### src/rtl/pad_evt_pkg.sv
package pad_evt_pkg;
    typedef enum logic [1:0] {
        EV_LEVEL = 2'd0,
        EV_EDGE  = 2'd1,
        EV_OFF   = 2'd2,
        EV_BOTH  = 2'd3
    } ev_mode_e;

    localparam int STS_BASE  = 'h100;
    localparam int IEN_BASE  = 'h120;
    localparam int WSTS_BASE = 'h140;
    localparam int WEN_BASE  = 'h160;
endpackage

### src/rtl/pad_evt_detect.sv
module pad_evt_detect
    import pad_evt_pkg::*;
(
    input  logic       clk,
    input  logic       rst_n,
    input  logic       lvl_i,
    input  logic       inv_i,
    input  logic [1:0] code_i,
    output logic       hit_o
);
    logic     qual;
    logic     prev_q;
    ev_mode_e mode;

    assign qual = lvl_i ^ inv_i;
    assign mode = ev_mode_e'(code_i);

    always_ff @(posedge clk or negedge rst_n) begin
        if (!rst_n) prev_q <= 1'b0;
        else        prev_q <= qual;
    end

    always_comb begin
        hit_o = 1'b0;
        unique case (mode)
            EV_LEVEL: hit_o = qual;
            EV_EDGE:  hit_o = qual & ~prev_q;
            EV_OFF:   hit_o = 1'b0;
            EV_BOTH:  hit_o = qual ^ prev_q;
        endcase
    end

    AST_OFF_SILENT: assert property (@(posedge clk) disable iff (!rst_n)
        (code_i == 2'd2) |-> !hit_o);
    AST_EDGE_NEEDS_RISE: assert property (@(posedge clk) disable iff (!rst_n)
        (code_i == 2'd1 && hit_o) |-> (qual && !$past(qual)));
endmodule

### src/rtl/pad_evt_group.sv
module pad_evt_group
    import pad_evt_pkg::*;
#(
    parameter int GRP_IDX  = 0,
    parameter int NUM_PADS = 40,
    parameter int GRP_SIZE = 16,
    parameter int ADDR_W   = 12
) (
    input  logic                clk,
    input  logic                rst_n,
    input  logic [GRP_SIZE-1:0] hit_i,
    input  logic [GRP_SIZE-1:0] own_i,
    input  logic [GRP_SIZE-1:0] sci_i,
    input  logic                we_i,
    input  logic [ADDR_W-1:0]   addr_i,
    input  logic [GRP_SIZE-1:0] wdata_i,
    output logic [GRP_SIZE-1:0] sts_o,
    output logic [GRP_SIZE-1:0] ien_o,
    output logic [GRP_SIZE-1:0] wsts_o,
    output logic [GRP_SIZE-1:0] wen_o,
    output logic                irq_any_o,
    output logic                wake_any_o
);
    localparam int FIRST  = GRP_IDX * GRP_SIZE;
    localparam int NVALID = (NUM_PADS - FIRST >= GRP_SIZE) ? GRP_SIZE : NUM_PADS - FIRST;
    localparam logic [GRP_SIZE-1:0] VALID = {GRP_SIZE{1'b1}} >> (GRP_SIZE - NVALID);
    localparam logic [ADDR_W-1:0] A_STS  = ADDR_W'(STS_BASE  + 4 * GRP_IDX);
    localparam logic [ADDR_W-1:0] A_IEN  = ADDR_W'(IEN_BASE  + 4 * GRP_IDX);
    localparam logic [ADDR_W-1:0] A_WSTS = ADDR_W'(WSTS_BASE + 4 * GRP_IDX);
    localparam logic [ADDR_W-1:0] A_WEN  = ADDR_W'(WEN_BASE  + 4 * GRP_IDX);

    logic [GRP_SIZE-1:0] sts_q, ien_q, wsts_q, wen_q;
    logic [GRP_SIZE-1:0] set_irq, set_wake, clr_sts, clr_wsts;

    assign set_irq  = hit_i & own_i & VALID;
    assign set_wake = hit_i & VALID;
    assign clr_sts  = (we_i && addr_i == A_STS)  ? wdata_i : '0;
    assign clr_wsts = (we_i && addr_i == A_WSTS) ? wdata_i : '0;

    always_ff @(posedge clk or negedge rst_n) begin
        if (!rst_n) begin
            sts_q  <= '0;
            ien_q  <= '0;
            wsts_q <= '0;
            wen_q  <= '0;
        end else begin
            sts_q  <= (sts_q & ~clr_sts) | set_irq;
            wsts_q <= (wsts_q & ~clr_wsts) | set_wake;
            if (we_i && addr_i == A_IEN) ien_q <= wdata_i & VALID;
            if (we_i && addr_i == A_WEN) wen_q <= wdata_i & VALID;
        end
    end

    assign sts_o      = sts_q;
    assign ien_o      = ien_q;
    assign wsts_o     = wsts_q;
    assign wen_o      = wen_q;
    assign irq_any_o  = |(sts_q & ien_q);
    assign wake_any_o = |(wsts_q & wen_q & ~sci_i);

    AST_SET_STICKS: assert property (@(posedge clk) disable iff (!rst_n)
        (set_irq != '0) |=> ((sts_q & $past(set_irq)) == $past(set_irq)));
    AST_UNOWNED_QUIET: assert property (@(posedge clk) disable iff (!rst_n)
        ((sts_q & ~$past(sts_q) & ~$past(own_i)) == '0));
    AST_W1C_CLEARS: assert property (@(posedge clk) disable iff (!rst_n)
        ((clr_sts & ~set_irq) != '0) |=> ((sts_q & $past(clr_sts & ~set_irq)) == '0));
    AST_NO_GHOST_BITS: assert property (@(posedge clk) disable iff (!rst_n)
        ((sts_q | ien_q | wsts_q | wen_q) & ~VALID) == '0);
endmodule

### src/rtl/pad_event_irq.sv
module pad_event_irq
    import pad_evt_pkg::*;
#(
    parameter int NUM_PADS = 40,
    parameter int GRP_SIZE = 16,
    parameter int ADDR_W   = 12
) (
    input  logic                  clk,
    input  logic                  rst_n,
    input  logic [NUM_PADS-1:0]   pad_lvl_i,
    input  logic [2*NUM_PADS-1:0] evt_code_i,
    input  logic [NUM_PADS-1:0]   evt_inv_i,
    input  logic [NUM_PADS-1:0]   host_own_i,
    input  logic [NUM_PADS-1:0]   route_sci_i,
    input  logic                  reg_we_i,
    input  logic [ADDR_W-1:0]     reg_addr_i,
    input  logic [31:0]           reg_wdata_i,
    output logic [31:0]           reg_rdata_o,
    output logic                  irq_o,
    output logic                  wake_o
);
    localparam int NUM_GRPS = (NUM_PADS + GRP_SIZE - 1) / GRP_SIZE;
    localparam int TOTAL    = NUM_GRPS * GRP_SIZE;

    logic [TOTAL-1:0] hit_all, own_all, sci_all;
    logic [NUM_GRPS-1:0][GRP_SIZE-1:0] sts, ien, wsts, wen;
    logic [NUM_GRPS-1:0] irq_any, wake_any;
    logic irq_q, wake_q;
    logic unused_wdata_hi;

    assign unused_wdata_hi = ^reg_wdata_i[31:GRP_SIZE];

    for (genvar p = 0; p < TOTAL; p++) begin : g_pad
        if (p < NUM_PADS) begin : g_real
            pad_evt_detect u_det (
                .clk    (clk),
                .rst_n  (rst_n),
                .lvl_i  (pad_lvl_i[p]),
                .inv_i  (evt_inv_i[p]),
                .code_i (evt_code_i[2*p +: 2]),
                .hit_o  (hit_all[p])
            );
            assign own_all[p] = host_own_i[p];
            assign sci_all[p] = route_sci_i[p];
        end else begin : g_pad_fill
            assign hit_all[p] = 1'b0;
            assign own_all[p] = 1'b0;
            assign sci_all[p] = 1'b1;
        end
    end

    for (genvar g = 0; g < NUM_GRPS; g++) begin : g_grp
        pad_evt_group #(
            .GRP_IDX  (g),
            .NUM_PADS (NUM_PADS),
            .GRP_SIZE (GRP_SIZE),
            .ADDR_W   (ADDR_W)
        ) u_grp (
            .clk        (clk),
            .rst_n      (rst_n),
            .hit_i      (hit_all[g*GRP_SIZE +: GRP_SIZE]),
            .own_i      (own_all[g*GRP_SIZE +: GRP_SIZE]),
            .sci_i      (sci_all[g*GRP_SIZE +: GRP_SIZE]),
            .we_i       (reg_we_i),
            .addr_i     (reg_addr_i),
            .wdata_i    (reg_wdata_i[GRP_SIZE-1:0]),
            .sts_o      (sts[g]),
            .ien_o      (ien[g]),
            .wsts_o     (wsts[g]),
            .wen_o      (wen[g]),
            .irq_any_o  (irq_any[g]),
            .wake_any_o (wake_any[g])
        );
    end

    always_comb begin
        reg_rdata_o = '0;
        for (int g = 0; g < NUM_GRPS; g++) begin
            if (reg_addr_i == ADDR_W'(STS_BASE + 4 * g))  reg_rdata_o = 32'(sts[g]);
            if (reg_addr_i == ADDR_W'(IEN_BASE + 4 * g))  reg_rdata_o = 32'(ien[g]);
            if (reg_addr_i == ADDR_W'(WSTS_BASE + 4 * g)) reg_rdata_o = 32'(wsts[g]);
            if (reg_addr_i == ADDR_W'(WEN_BASE + 4 * g))  reg_rdata_o = 32'(wen[g]);
        end
    end

    always_ff @(posedge clk or negedge rst_n) begin
        if (!rst_n) begin
            irq_q  <= 1'b0;
            wake_q <= 1'b0;
        end else begin
            irq_q  <= |irq_any;
            wake_q <= |wake_any;
        end
    end

    assign irq_o  = irq_q;
    assign wake_o = wake_q;

    AST_IRQ_RISES: assert property (@(posedge clk) disable iff (!rst_n)
        (irq_any != '0) |=> irq_o);
    AST_IRQ_FALLS: assert property (@(posedge clk) disable iff (!rst_n)
        (irq_any == '0) |=> !irq_o);
    AST_WAKE_FALLS: assert property (@(posedge clk) disable iff (!rst_n)
        (wake_any == '0) |=> !wake_o);
endmodule

### config.mk
export PLATFORM = sky130hd
export DESIGN_NAME = pad_event_irq
export DESIGN_NICKNAME = d
export VERILOG_FILES = /design/src/rtl/pad_evt_pkg.sv /design/src/rtl/pad_evt_detect.sv /design/src/rtl/pad_evt_group.sv /design/src/rtl/pad_event_irq.sv
export SDC_FILE = /design/constraint.sdc
export NUM_CORES = 1
export LEC_CHECK = 0
export ABC_AREA = 1
export BUFFER_PORTS_ARGS = -buffer_cell sky130_fd_sc_hd__buf_2
export CAP_MARGIN = 20
export CORE_ASPECT_RATIO = 0.8
export CORE_MARGIN = 2
export CORE_UTILIZATION = 50
export CTS_CLUSTER_SIZE = 10
export DETAILED_ROUTE_END_ITERATION = 6
export HOLD_SLACK_MARGIN = 0.12
export PLACE_DENSITY = 0.75
export SLEW_MARGIN = 20
export SYNTH_ARGS = -nofsm -noshare
export SYNTH_HDL_FRONTEND = slang
export SYNTH_HIERARCHICAL = 1
export SYNTH_SLANG_ARGS = --single-unit
### constraint.sdc
create_clock -name clk -period 6.64 [get_ports clk]
set_input_delay 1.328 -clock clk [delete_from_list [all_inputs] [get_ports clk]]
set_output_delay 1.328 -clock clk [all_outputs]
set_load 0.02 [all_outputs]
Word-level counts from Yosys, hierarchy flattened:

Cells that the tools add are included.

* bitwise operators: 193
* multiplexer cells: 58
* reductions and logical operators: 54
* eq/ne operators: 132

Operator list (number)
* 2-to-1 mux 32 bit: 10
* bitwise AND 16 bit: 15
* == test 2 bit (second input constant): 80
* one-hot mux 1 bit (4 select lines): 40
* == test 12 x 9 -> 1 bit (second input constant): 12
* NOT 16 bit: 9
* 2-to-1 mux 16 bit: 8
* OR reduction 48 bit: 2
* == test 2 x 1 -> 1 bit (second input constant): 40
* zero test 2 bit: 40
* bitwise XOR 1 bit: 80
* bitwise OR 16 bit: 4
* bitwise AND 1 bit: 40
* NOT 1 bit: 40
* bitwise AND 16 x 8 -> 16 bit: 2
* bitwise OR 16 x 8 -> 16 bit: 2
* logical AND 1 bit: 12
* bitwise AND 8 bit: 1

* logic and storage cells: 491
* register bits: 218
* output and inout bits: 34
* bits of input ports: 287

Longest topological paths before layout:

* depth in word-level cells: 13
* depth in mapped cells: 24
* mapped depth without buffers: 24

Cells and area by module:

The synthesis kept the hierarchy.

By module, submodules not included
* pad_evt_detect: area an instance 95.1 sq um, seq. area each 25.0 sq um, cells an instance 16, times used 40
* pad_evt_group at g_grp[0].u_grp: area an instance 3057.9 sq um, seq. area each 1601.5 sq um, cells an instance 389, times used 1
* pad_evt_group at g_grp[1].u_grp: area an instance 3046.7 sq um, seq. area each 1601.5 sq um, cells an instance 386, times used 1
* pad_evt_group at g_grp[2].u_grp: area an instance 2297.2 sq um, seq. area each 1201.2 sq um, cells an instance 281, times used 1
* pad_event_irq: area an instance 1971.9 sq um, seq. area each 50.0 sq um, cells an instance 373, times used 1

Least setup slack after synthesis:

OpenSTA, ideal clock, no wires.

* kind: input-to-output
* start point: in reg_addr_i[11]
* end point: out reg_rdata_o[0]
* buffers on the path: 0
* stages: 23
* slack: 2272 ps
* arrival: 3040 ps
* data required time: 5312 ps
* cell sequence: nor2_1 > nand2_2 > nor2_4 > nand2_2 > nor2_4 > nand2_1 > nand2_1 > inv_2 > nand2_1 > nand2_1 > nand2_1 > nand2_1 > nand2_1 > nand2_1 > nand2_1 > nand2_1 > nand2_1 > nand2_1 > nand2_1 > nand2_1 > nand2_1 > nand2_1 > a21oi_1

* longest elaborated chain between the ends: 13

Ends and longest elaborated chain
* start, declared: RTL line pad_event_irq.sv:16 `input logic [ADDR_W-1:0] reg_addr_i,`
* == test 12 x 9 -> 1 bit: RTL line pad_event_irq.sv:79 `if (reg_addr_i == ADDR_W'(STS_BASE + 4 * g)) reg_rdata_o = 32'(sts[g]);`
* 2-to-1 mux 16 bit: RTL line pad_event_irq.sv:79
* 2-to-1 mux 16 bit: RTL line pad_event_irq.sv:80 `if (reg_addr_i == ADDR_W'(IEN_BASE + 4 * g)) reg_rdata_o = 32'(ien[g]);`
* 2-to-1 mux 32 bit: RTL line pad_event_irq.sv:81 `if (reg_addr_i == ADDR_W'(WSTS_BASE + 4 * g)) reg_rdata_o = 32'(wsts[g]);`
* 2-to-1 mux 32 bit: RTL line pad_event_irq.sv:82 `if (reg_addr_i == ADDR_W'(WEN_BASE + 4 * g)) reg_rdata_o = 32'(wen[g]);`
* 2-to-1 mux 32 bit: RTL line pad_event_irq.sv:79
* 2-to-1 mux 32 bit: RTL line pad_event_irq.sv:80
* 2-to-1 mux 32 bit: RTL line pad_event_irq.sv:81
* 2-to-1 mux 32 bit: RTL line pad_event_irq.sv:82
* 2-to-1 mux 32 bit: RTL line pad_event_irq.sv:79
* 2-to-1 mux 32 bit: RTL line pad_event_irq.sv:80
* 2-to-1 mux 32 bit: RTL line pad_event_irq.sv:81
* 2-to-1 mux 32 bit *: RTL line pad_event_irq.sv:82
* end, declared: RTL line pad_event_irq.sv:18 `output logic [31:0] reg_rdata_o,`

Mark *: on every way between the ends. The rest lies on a longest branch, timed or not.

Worst setup path after layout:

* start point: in reg_addr_i[1]
* end point: out reg_rdata_o[15]

The elaborated chain is that of the path after synthesis.

==> results.md <==
* Vias in the first global route at 13420
* CP max FO at 11
* Tot GR Track Use at 28.93%
* Worst rel slew slack at 46.43%
* Post-Place Setup Slack at 1710 ps
* Core Footprint at approximately 28000 um^2
* Critical path arrival at 3690 ps
* Synth-to-layout area growth at 16.88%
* Endpoint type of the worst setup path: primary output
* Antenna diodes at 0
* Internal power at 2262 uW
* Tot Pwr at a little over 3000 uW
* Synthesized netlist cell count at roughly 2100
* PwrDens at 186.2 nW/um^2
* DRT Wirelength at around 43000 um
* DR vias/cell at 5.277
* Root Buffer: clkbuf_16
* CP max-delay cell: o221ai_1
* Setup repair bufs after CTS at 0
* Worst clock skew at 8.279 ps
* Largest net degree at the start of global routing at between 100 and 150
* Final nets at 2678
* # DRC at 0
* Syn Area/Cell at 6.854 um^2
* Clock Sinks at 218
* Clock transition at path regs at approximately 60 ps
* Setup_tns at 0 ps
* Ys Warns at 6
* Vias at approximately 14000
* R2R cell count at 7
* Die width at roughly 190 um
* Total CTS buffers at 26
* Max-cap violation count at 0
* Crit share post-route at between 70% and 80%
* Initial DRT Pass Iterations at 7
* Most frequent cells in the layout: 783 x nand2_1, 324 x inv_1, 287 x buf_2, 218 x dfrtp_1, 207 x nand3_1
* Clock Latency Late Sink at between 500 and 600 ps
* Die Height at 154.6 um
* Reg-to-Reg Start: g_grp[1].u_grp/wsts_o[14]
* Setup crit end: reg_rdata_o[15]
* Final WS setup at 1618 ps
* WL per Instance at roughly 16 um
* Most common cell after layout, fill and taps aside: nand2_1
* Min-delay worst type: reg2reg
* Slowest stage delay, CP at 310 ps
* Sw Ratio at about a quarter
* I/O Pins at between 300 and 400
* Placed wire-length estimate at 32160 um
* DRT iter0 DRCs at 1323
* Final setup violation count at 0
* CTS Buffer Depth at 3
* Switching power total at roughly 820 uW
* F_max at 0.1991 GHz
* Full die area at 29720 um^2
* Worst EP required at 5310 ps
* Portion of total power attributed to sequential cells at 44.1%
* R2R Setup Slk at 5040 ps
* Final hold vios at 0
* First-pass GRT wire length at 67980 um
* Row cnt at 55
* Logic pwr share at 13.3%
* Status: finished clean
* # hold bufs at CTS at 0
* WS Path Type: in2out
* RSZ-0062 raised after global routing: no
* Final Max Slew Viols at 0
* Post-Syn Area at 14170 um^2
* Initial Utilization at 50.48%
* Worst Max-Slew Pin Slew at 803.6 ps
* Post_cts resized at 0
* Initial antenna violation count at 1
* Cell-by-cell trace of the critical path: buf_2 > nor2_4 > nand3_4 > inv_2 > nand3_1 > nand3_1 > nand4_1 > o221ai_1 > nand2_1 > o21ai_0 > a21oi_1 > o221ai_1 > nand2_1 > buf_2
* Post-layout minimum cycle time at 5022 ps
* Leakage at 0.009457 uW
* Critical Path Source Type: input pin
* Max IR drop VDD at roughly 0.18 mV
* Reg-to-reg endpoint: wake_o
* Gpl congestion at just over 0.9
* ANT nets after route at 0
* Layout cell share with drive strength beyond 1 at 16.89%
* Crit path launch: reg_addr_i[1]
* GR Overflow Total at 0
* Port Buffer Count at between 200 and 300
* Max H-tree Level at 1
* Clk pwr share at 42.7%
* CTS tree: built
layer usage:
layer	wire length, um	GRT usage [%]	vias to the layer above
li1	-	-	7027
met1	18450	39.49	6681
met2	19260	46.35	610
met3	4188	6.807	73
met4	1010	7.415	0
met5	0	0	-
stage by stage:
stage	hold WS, ps	utilization, %	cell area (um^2)	instances
floorplan	431.0	-	14290	2098
global placement	444.5	56.32	15810	2693
detailed placement	447.4	56.32	15810	2693
CTS	462.9	59.00	16570	2727
global route	480.9	59.00	16570	2727
finish	460.8	59.00	16570	2727
final cells by class:
type | count | area [um^2]
Multi-Input combinational cell | 1457 | 7027
Clock buffer | 32 | 693.2
Timing Repair Buffer | 302 | 1569
Fill cell | 2696 | 11510
Clock inverter | 2 | 60.06
Inverter | 346 | 1299
Tap cell | 370 | 462.9
Sequential cell | 218 | 5455
registers in the layout, indices dropped and copies added, names as in the netlist:
signal and cells:
g_grp.u_grp/sts_o 48, g_grp.u_grp/wsts_o 48, g_pad.g_real.u_det/prev_q 40, g_grp.u_grp/wen_o 40, irq_o 1, g_grp.u_grp/ien_o 40
wake_o 1
critical path, delay by kind of cell:
kind / cells / cell delay, ps
and+or+nand+nor: 7 / 1070
AOI/OAI and AO/OA: 4 / 790
buffers and inverters: 3 / 500
power groups by stage:
stage / combinational, uW / clock, uW / sequential [uW]
2_1_floorplan: 215 / 0 / 1380
3_3_place_gp: 394 / 0 / 1380
3_5_place_dp: 409 / 0 / 1380
4_1_cts: 411 / 1340 / 1360
5_1_grt: 470 / 1400 / 1360
6_report: 409 / 1320 / 1360
worst min path at each step:
stage                                         from                       end  slack, ps  cells past startpoint
after global placement    g_grp[2].u_grp/sts_o[15]  g_grp[2].u_grp/sts_o[15]        440                      2
after CTS                 g_grp[2].u_grp/sts_o[15]  g_grp[2].u_grp/sts_o[15]        460                      2
after detailed placement  g_grp[2].u_grp/sts_o[15]  g_grp[2].u_grp/sts_o[15]        450                      2
after floorplan           g_grp[2].u_grp/sts_o[12]  g_grp[2].u_grp/sts_o[12]        430                      2
after global routing      g_grp[2].u_grp/sts_o[12]  g_grp[2].u_grp/sts_o[12]        480                      2
final                     g_grp[2].u_grp/sts_o[12]  g_grp[2].u_grp/sts_o[12]        460                      2
Power figures use the tool's default switching activity.
